==> config.mk <==
export PLATFORM = sky130hd
export DESIGN_NAME = msg_arb
export DESIGN_NICKNAME = d
export VERILOG_FILES = /design/src/rtl/msg_arb_pkg.sv /design/src/rtl/msg_arb_age.sv /design/src/rtl/msg_arb_pick.sv /design/src/rtl/msg_arb.sv
export SDC_FILE = /design/constraint.sdc
export NUM_CORES = 1
export LEC_CHECK = 0
export CORE_UTILIZATION = 40
export CTS_BUF_LIST = sky130_fd_sc_hd__clkbuf_4 sky130_fd_sc_hd__clkbuf_8 sky130_fd_sc_hd__clkbuf_16
export CTS_CLUSTER_DIAMETER = 30
export DETAILED_ROUTE_END_ITERATION = 16
export DONT_BUFFER_PORTS = 1
export PLACE_DENSITY = 0.5
export SLEW_MARGIN = 20
export SYNTH_ARGS = -nofsm -noshare
export SYNTH_HDL_FRONTEND = slang
export SYNTH_HIERARCHICAL = 1
export SYNTH_SLANG_ARGS = --single-unit
==> constraint.sdc <==
create_clock -name clk -period 10.3 [get_ports clk]
set_clock_uncertainty 0.2 [all_clocks]
set_input_delay 1.03 -clock clk [delete_from_list [all_inputs] [get_ports clk]]
set_output_delay 1.03 -clock clk [all_outputs]
set_load 0.02 [all_outputs]
==> src/rtl/msg_arb_pkg.sv <==
package msg_arb_pkg;

    localparam int OP_W   = 3;
    localparam int DATA_W = 32;

    // Operation codes carried on the bus; 5..7 are reserved.
    typedef enum logic [OP_W-1:0] {
        OP_GIVE  = 3'd0,
        OP_TAKE  = 3'd1,
        OP_START = 3'd2,
        OP_STOP  = 3'd3,
        OP_ACK   = 3'd4
    } bus_op_e;

    // Bus occupancy state.
    typedef enum logic {
        ST_IDLE  = 1'b0,
        ST_GRANT = 1'b1
    } bus_state_e;

endpackage

==> src/rtl/msg_arb_age.sv <==
module msg_arb_age #(
    parameter int AGE_W = 4
) (
    input  logic             clk,
    input  logic             rst_n,
    input  logic             pend_i,
    input  logic             win_i,
    output logic [AGE_W-1:0] age_o
);

    localparam logic [AGE_W-1:0] AGE_MAX = {AGE_W{1'b1}};

    // Wait counter: counts edges spent eligible but not chosen.
    always_ff @(posedge clk) begin
        if (!rst_n) begin
            age_o <= '0;
        end else if (!pend_i || win_i) begin
            age_o <= '0;
        end else if (age_o != AGE_MAX) begin
            age_o <= age_o + 1'b1;
        end
    end

endmodule

==> src/rtl/msg_arb_pick.sv <==
module msg_arb_pick #(
    parameter int N_REQ    = 6,
    parameter int ADDR_W   = 3,
    parameter int AGE_W    = 4,
    parameter int CPU_IDX  = 0,
    parameter int CPU_ADDR = 0,
    parameter int IDX_W    = 3
) (
    input  logic [N_REQ-1:0]        elig_i,
    input  logic [N_REQ*ADDR_W-1:0] dst_i,
    input  logic [N_REQ*AGE_W-1:0]  age_i,
    output logic                    any_o,
    output logic [IDX_W-1:0]        win_idx_o,
    output logic [N_REQ-1:0]        win_oh_o
);

    localparam logic [ADDR_W-1:0] CPU_A = ADDR_W'(CPU_ADDR);

    // Ranking key: address tier above wait count.
    logic [AGE_W:0] key [N_REQ];

    for (genvar g = 0; g < N_REQ; g++) begin : g_key
        assign key[g] = {dst_i[g*ADDR_W +: ADDR_W] == CPU_A, age_i[g*AGE_W +: AGE_W]};
    end

    logic           found;
    logic [AGE_W:0] best_key;
    logic [IDX_W-1:0] best;

    always_comb begin
        found    = 1'b0;
        best_key = '0;
        best     = '0;
        // Ascending scan with strict compare keeps the lowest index on ties.
        for (int i = 0; i < N_REQ; i++) begin
            if (elig_i[i] && (!found || key[i] > best_key)) begin
                found    = 1'b1;
                best_key = key[i];
                best     = IDX_W'(i);
            end
        end
        // Processor tier overrides everything.
        if (elig_i[CPU_IDX]) begin
            best = IDX_W'(CPU_IDX);
        end
    end

    always_comb begin
        win_oh_o = '0;
        if (found) begin
            win_oh_o[best] = 1'b1;
        end
    end

    assign any_o     = found;
    assign win_idx_o = best;

endmodule

==> src/rtl/msg_arb.sv <==
module msg_arb
    import msg_arb_pkg::*;
#(
    parameter int N_REQ    = 6,
    parameter int ADDR_W   = (N_REQ > 1) ? $clog2(N_REQ) : 1,
    parameter int AGE_W    = 4,
    parameter int CPU_IDX  = 0,
    parameter int CPU_ADDR = 0
) (
    input  logic                    clk,
    input  logic                    rst_n,
    input  logic [N_REQ-1:0]        req_i,
    input  logic [N_REQ*ADDR_W-1:0] dst_i,
    input  logic [N_REQ*OP_W-1:0]   op_i,
    input  logic [N_REQ*DATA_W-1:0] data_i,
    output logic [N_REQ-1:0]        gnt_o,
    output logic                    bus_vld_o,
    output logic [ADDR_W-1:0]       bus_dst_o,
    output logic [OP_W-1:0]         bus_op_o,
    output logic [DATA_W-1:0]       bus_data_o
);

    localparam int IDX_W = (N_REQ > 1) ? $clog2(N_REQ) : 1;

    bus_state_e state_q, state_d;

    logic [N_REQ-1:0]       gnt_q;
    logic [N_REQ-1:0]       elig;
    logic [N_REQ*AGE_W-1:0] ages;
    logic                   any_win;
    logic [IDX_W-1:0]       win_idx;
    logic [N_REQ-1:0]       win_oh;
    logic [ADDR_W-1:0]      dst_q;
    logic [OP_W-1:0]        op_q;
    logic [DATA_W-1:0]      data_q;

    // A request whose grant is showing this cycle is treated as consumed.
    assign elig = req_i & ~gnt_q;

    for (genvar g = 0; g < N_REQ; g++) begin : g_age
        msg_arb_age #(
            .AGE_W (AGE_W)
        ) u_age (
            .clk    (clk),
            .rst_n  (rst_n),
            .pend_i (elig[g]),
            .win_i  (win_oh[g]),
            .age_o  (ages[g*AGE_W +: AGE_W])
        );
    end

    msg_arb_pick #(
        .N_REQ    (N_REQ),
        .ADDR_W   (ADDR_W),
        .AGE_W    (AGE_W),
        .CPU_IDX  (CPU_IDX),
        .CPU_ADDR (CPU_ADDR),
        .IDX_W    (IDX_W)
    ) u_pick (
        .elig_i    (elig),
        .dst_i     (dst_i),
        .age_i     (ages),
        .any_o     (any_win),
        .win_idx_o (win_idx),
        .win_oh_o  (win_oh)
    );

    // Next-state logic.
    always_comb begin
        unique case (state_q)
            ST_IDLE:  state_d = any_win ? ST_GRANT : ST_IDLE;
            ST_GRANT: state_d = any_win ? ST_GRANT : ST_IDLE;
            default:  state_d = ST_IDLE;
        endcase
    end

    // State register.
    always_ff @(posedge clk) begin
        if (!rst_n) begin
            state_q <= ST_IDLE;
        end else begin
            state_q <= state_d;
        end
    end

    // Output register: grant and message of the winner, zero when idle.
    always_ff @(posedge clk) begin
        if (!rst_n) begin
            gnt_q  <= '0;
            dst_q  <= '0;
            op_q   <= '0;
            data_q <= '0;
        end else if (any_win) begin
            gnt_q  <= win_oh;
            dst_q  <= dst_i[win_idx*ADDR_W +: ADDR_W];
            op_q   <= op_i[win_idx*OP_W +: OP_W];
            data_q <= data_i[win_idx*DATA_W +: DATA_W];
        end else begin
            gnt_q  <= '0;
            dst_q  <= '0;
            op_q   <= '0;
            data_q <= '0;
        end
    end

    always_comb begin
        unique case (state_q)
            ST_GRANT: bus_vld_o = 1'b1;
            default:  bus_vld_o = 1'b0;
        endcase
    end

    assign gnt_o      = gnt_q;
    assign bus_dst_o  = dst_q;
    assign bus_op_o   = op_q;
    assign bus_data_o = data_q;

endmodule

# Yosys cells after proc, flatten, opt, wreduce, memory -nomap -nowiden
# Index checks and enable logic that the tools add are counted.
totals:
  regBits: 69
  word_cells: 100
  in_bits: 236
op_classes:
  bitwise: 3
  mux: 22
  n_mul: 1
  n_eq_ne: 6
  n_lt_le_gt_ge: 7
  shifts: 3
  n_reduce_logical: 41
  n_addsub: 6
op_table:
  columns: ["operator", "n"]
  rows:
  - ["variable part select 192 x 9 -> 32 bit", 1]
  - ["variable part select 18 x 6 -> 3 bit", 2]
  - ["greater-than comparator 5 bit", 5]
  - ["two-way mux 5 bit", 5]
  - ["adder 4 x 1 -> 4 bit (second input constant)", 6]
  - ["inequality test 4 bit (second input constant)", 6]
  - ["zero test 3 bit", 6]
  - ["OR reduction 2 bit", 6]
  - ["zero test 1 bit", 11]
  - ["logical OR 1 bit", 11]
  - ["two-way mux 1 bit", 10]
  - ["two-way mux 3 bit", 3]
  - ["bitwise AND 6 bit", 1]
  - ["logical AND 1 bit", 6]
  - ["two-way mux 6 bit", 1]
  - ["NOT 6 bit", 1]
  - ["multiplier 3 x 2 -> 5 bit (second input constant)", 1]
  - ["less-than comparator 3 x 4 -> 1 bit (second input constant)", 1]
  - ["two-way mux 2 bit", 2]
  - ["demux 1 bit (select 3 bit)", 1]
  - ["greater-or-equal comparator 3 x 1 -> 1 bit (second input constant)", 1]
  - ["AND reduction 2 bit", 1]
  - ["NOT 1 bit", 1]

# Logic depth before layout (Yosys ltp)
depth:
  word_depth: 31
  ltp_mapped: 42
  ltp_nobuf: 37

# Hierarchy
# Netlist, hierarchy kept.
modules_own_cells:
  columns: ["mod", "area_per_inst_um2", "seq_area_each_um2", "instances", "cells_per_inst"]
  rows:
  - ["msg_arb", 3001.6, 900.9, 1, 276]
  - ["msg_arb_pick", 1078.5, 0.0, 1, 152]
  - ["msg_arb_age", 176.4, 80.1, 6, 19]

# Worst setup path before layout
# Ideal clock, no wire load.
synth_path:
  kind: "input -> register"
  startpoint: "in req_i[0]"
  endpoint: "reg op_q[1] (netlist: bus_op_o[1])"
  slack_ps: 988
  t_arrival_ps: 8984
  n_path_buf: 5
  required_time_ps: 9972
  path_stages: 41
  path_cell_list: "nor2b_1 -> or4b_2 -> ha_1 -> nand2_1 -> o2111ai_1 -> o221ai_2 -> mux2i_1 -> inv_1 -> ha_1 -> a21oi_1 -> nor2b_1 -> o41ai_2 -> clkbuf_1 -> nor2_1 -> a21o_1 -> ha_1 -> nand2_1 -> o21a_1 -> [... 5 more ...] -> nor2b_1 -> o21ai_0 -> a41oi_4 -> a21o_1 -> o31ai_1 -> ha_1 -> and3_1 -> o21ai_0 -> a31oi_1 -> o21ai_0 -> nand2_1 -> a21oi_1 -> buf_2 -> buf_6 -> buf_6 -> mux2_4 -> nand2_1 -> o221ai_2"
synth_between:
  elab_chain_cells: 25
  elab_cells_between_ends: 41
  cone_classes: "mul (1); order compare (5); shift (1); mux (17); bitwise (1); reduce/logical (16)"
synth_rtl:
  columns: ["element", "line", "source"]
  rows:
  - ["start: declaration", "msg_arb.sv:12", "input logic [N_REQ-1:0] req_i,"]
  - ["bitwise AND 6 bit *", "msg_arb.sv:38", "assign elig = req_i & ~gnt_q;"]
  - ["two-way mux 5 bit or two-way mux 1 bit (tied branches)", "msg_arb_pick.sv:36", "if (elig_i[i] && (!found || key[i] > best_key)) begin"]
  - ["greater-than comparator 5 bit or zero test 1 bit (tied branches)", "msg_arb_pick.sv:36", null]
  - ["logical OR 1 bit", "msg_arb_pick.sv:36", null]
  - ["logical AND 1 bit", "msg_arb_pick.sv:36", null]
  - ["two-way mux 5 bit or two-way mux 1 bit (tied branches)", "msg_arb_pick.sv:36", null]
  - ["greater-than comparator 5 bit or zero test 1 bit (tied branches)", "msg_arb_pick.sv:36", null]
  - ["logical OR 1 bit", "msg_arb_pick.sv:36", null]
  - ["[... 10 more ...]", null, null]
  - ["greater-than comparator 5 bit or zero test 1 bit (tied branches)", "msg_arb_pick.sv:36", null]
  - ["logical OR 1 bit", "msg_arb_pick.sv:36", null]
  - ["logical AND 1 bit", "msg_arb_pick.sv:36", null]
  - ["two-way mux 3 bit", "msg_arb_pick.sv:36", null]
  - ["two-way mux 3 bit *", "msg_arb_pick.sv:43", "if (elig_i[CPU_IDX]) begin"]
  - ["named net win_idx[1]", "msg_arb.sv:31", "logic [IDX_W-1:0] win_idx;"]
  - ["multiplier 3 x 2 -> 5 bit *", "msg_arb.sv:96", "op_q <= op_i[win_idx*OP_W +: OP_W];"]
  - ["variable part select 18 x 6 -> 3 bit *", "msg_arb.sv:96", null]
  - ["end signal: assignment", "msg_arb.sv:96", null]
  - ["end: declaration", "msg_arb.sv:34", "logic [OP_W-1:0] op_q;"]
# The timed path passes the listed nets; every way through them passes the cells marked *.
# A chain may end at the register's enable or synchronous reset.

# Final worst setup path
layout_path:
  startpoint: "in req_i[0]"
  endpoint: "reg data_q[2] (netlist: bus_data_o[2])"
layout_between:
  elab_chain_cells: 24
  elab_cells_between_ends: 40
  cone_classes: "order compare (5); shift (1); mux (17); bitwise (1); reduce/logical (16)"
layout_rtl:
  columns: ["element", "line", "source"]
  rows:
  - ["bitwise AND 6 bit *", "msg_arb.sv:38", null]
  - ["two-way mux 5 bit or two-way mux 1 bit (tied branches)", "msg_arb_pick.sv:36", null]
  - ["greater-than comparator 5 bit or zero test 1 bit (tied branches)", "msg_arb_pick.sv:36", null]
  - ["logical OR 1 bit", "msg_arb_pick.sv:36", null]
  - ["logical AND 1 bit", "msg_arb_pick.sv:36", null]
  - ["two-way mux 5 bit or two-way mux 1 bit (tied branches)", "msg_arb_pick.sv:36", null]
  - ["greater-than comparator 5 bit or zero test 1 bit (tied branches)", "msg_arb_pick.sv:36", null]
  - ["logical OR 1 bit", "msg_arb_pick.sv:36", null]
  - ["[... 9 more ...]", null, null]
  - ["two-way mux 5 bit or two-way mux 1 bit (tied branches)", "msg_arb_pick.sv:36", null]
  - ["greater-than comparator 5 bit or zero test 1 bit (tied branches)", "msg_arb_pick.sv:36", null]
  - ["logical OR 1 bit", "msg_arb_pick.sv:36", null]
  - ["logical AND 1 bit", "msg_arb_pick.sv:36", null]
  - ["two-way mux 3 bit", "msg_arb_pick.sv:36", null]
  - ["two-way mux 3 bit *", "msg_arb_pick.sv:43", null]
  - ["named net win_idx[0]", "msg_arb.sv:31", null]
  - ["variable part select 192 x 9 -> 32 bit *", "msg_arb.sv:97", "data_q <= data_i[win_idx*DATA_W +: DATA_W];"]
  - ["end signal: assignment", "msg_arb.sv:97", null]
  - ["end: declaration", "msg_arb.sv:35", "logic [DATA_W-1:0] data_q;"]
# Marks and branches as above.

==> summary.txt <==
Status: complete, no violations
Internal: 853 uW
Comb power frac: 42.8%
Worst hold path type: register to register
Crit path largest cell delay: 630 ps
Vias in the first global route: 3942
CTS tree: yes
Synthesized area: 5140 um2
Clock network fraction of design power: 22.0%
Total grt overflow: 0
Overall Global Routing Usage: 22.5%
Synth Instances: 542
GP Congestion: 0.934
Clock-pin transition on the worst setup and hold timing paths: 60 ps
Commonest non-fill, non-tap cell in the layout: mux2i_1
Slew Limit Fails: 0
Largest delay share family, worst path: compound AO/OA/AOI/OAI gates
# hold bufs at CTS: 0
Top FF cell, synth: dfxtp_1
Fin. Hold Viols: 0
Post-route setup slack: 731 ps
Synthesis-stage register bit count: 69
Initial Util: 40.9%
Warnings from Yosys: 6
Crit path DAT: 9580 ps
Core region area: 12600 um2
Worst Path Required: 10310 ps
Num CTS Buffers: 9
Global-route wire length before repair: 22000 um
Fill cells: 1232
Vias: 4206
Worst Setup End Kind: register
Least-Margin Pin Slew: 544 ps
FP Rows: 41
Part of the Yosys area used for sequential elements: 26.9%
IO Pins: 281
Post-synth EDFFs: 0
Final setup TNS: 0 ps
Max Cap Violations: 0
Relative slew slack: 63.4%
Post-detailed-route count of antenna-violating nets: 0
Worst path slowest cell: or4b_2
DR DRC count: 0
Clk root buf: clkbuf_16
FMAX: 105 MHz
P_sw: 598 uW
Post-layout nets: 801
CTS H-tree depth: 3
Fraction of layout cells with a size suffix above 1: 19.0%
Mapped Nets: 809
Switch share: 41.2%
Place WS: 365 ps
CP Class: input pin to register
Total Power: 1450 uW
Area Growth Syn to Fin: 9.13%
RSZ-0062 raised after global routing: false
Post-Route WL: 15400 um
Initial drt markers: 331
Register Area: 1380 um2
Critical path peak fanout: 30
CTS Sinks: 69
Min Tclk post-route: 9570 ps
Commonest cells after routing, fill and taps aside: 85 x mux2i_1, 69 x dfxtp_1, 56 x nand2_1
First-pass DRT Iterations: 5
Drt via density: 5.93
Die height: 115 um
Post-route clock period utilization: 92.9%
Final setup fails: 0
Chip Width: 115 um
Routed len/inst: 21.8 um
Avg Inst Size Synth: 9.48 um2
Largest net degree at the start of global routing: 41
Max IR drop VDD: 0.000122 V
WP buf/inv: 4
PwrDens: 259 nW/um2
Resize count post-CTS: 0
Multi-input logic area: 3500 um2
Die area: 13300 um2
Initial antenna violation count: 0
CTS Buffer Depth: 2
Hpwl dp: 12300 um
Cell mode on critical path: ha_1
Ant diodes: 0
Postcts setup bufs: 0
Crit path launch type: input pin
Flop pwr share: 35.2%
Distinct cells, synth: 55
Async set or reset register ratio after synthesis: 0%
PortBufs: 0
Clk_lat worst skew: 340 ps
Leak pwr: 0.00216 uW
## per-stage QoR
step | util, % | std cells | hold slack (ps) | instance area (um2)
3_3_place_gp | 42.2 | 695 | 343 | 5310
3_5_place_dp | 42.2 | 695 | 359 | 5310
4_1_cts | 44.6 | 709 | 367 | 5610
6_report | 44.6 | 709 | 362 | 5610
2_1_floorplan | - | 542 | 317 | 5140
5_1_grt | 44.6 | 709 | 402 | 5610
## routing by layer
metal  track usage (%)  share of wire, %  vias up
met5                 0                 0        -
met4              9.61               2.8        0
met3              6.43               7.5       30
met2              36.3                48      182
met1              27.8                42     1993
li1                  -                 -     2001
## cells in the mapped netlist, types with 9 or more instances
library cell / instances / area [um2]
mux2i_1: 85 / 851
a21o_1: 9 / 67.6
o221ai_1: 17 / 149
nor2b_1: 9 / 56.3
nand2_1: 56 / 210
inv_1: 17 / 63.8
a21oi_1: 14 / 70.1
nor3_1: 17 / 85.1
dfxtp_1: 69 / 1380
ha_1: 31 / 388
nor2_1: 34 / 128
buf_2: 9 / 45.0
and3_1: 10 / 62.6
o221ai_2: 22 / 330
mux2_2: 38 / 428
nand3_1: 9 / 45.0
## worst paths after layout
kind | from | endpoint | slack, ps | cells after the start
setup / recovery | req_i[0] | bus_data_o[2] | 730 | 38
hold reg to reg | g_age[5].u_age/age_o[3] | g_age[5].u_age/age_o[2] | 360 | 2
hold / removal | g_age[5].u_age/age_o[3] | g_age[5].u_age/age_o[2] | 360 | 2
setup reg to reg | gnt_o[0] | bus_data_o[2] | 1020 | 38
## worst register-to-register path: cells and delay by family (launching register included)
kind	cells	cell delay (ps)
AO/OA/AOI/OAI	18	3990
adder cells (fa/ha/maj)	5	1400
flip-flops	1	380
buffers and inverters	4	710
AND/OR/NAND/NOR	9	1740
multiplexers	2	710
## cell type report
class	count	share of cell area [%]
Inverter	18	1.20
Clock inverter	5	1.38
Timing Repair Buffer	10	2.45
Sequential cell	69	24.6
Tap cell	172	3.84
Multi-Input combinational cell	426	62.5
Clock buffer	9	4.02
## power by group through the flow
stage	logic (uW)	registers, uW	clock network [uW]
2_1_floorplan	515	493	0
3_3_place_gp	609	519	0
3_5_place_dp	620	518	0
4_1_cts	622	512	330
5_1_grt	673	521	341
6_report	621	511	319
## cell families (layout without fill, tap and decap cells)
| logic type | count (synthesis) | in the layout | synth area share (%) |
|---|---|---|---|
| AOI/OAI and AO/OA | 95 | 95 | 17.0 |
| xor gates and xnor gates | 6 | 6 | 1.02 |
| adders and majority gates | 31 | 31 | 7.55 |
| buffers and inverters | 47 | 42 | 5.19 |
| DFF | 69 | 69 | 26.9 |
| muxes | 125 | 125 | 25.5 |
| and+or+nand+nor | 169 | 169 | 16.8 |
## flip-flops by register name, indices dropped and copies added, names as in the netlist
signal / cells
state_q: 1
gnt_o: 6
bus_data_o: 32
bus_op_o: 3
g_age.u_age/age_o: 24
bus_dst_o: 3
Power figures use the tool's default switching activity.
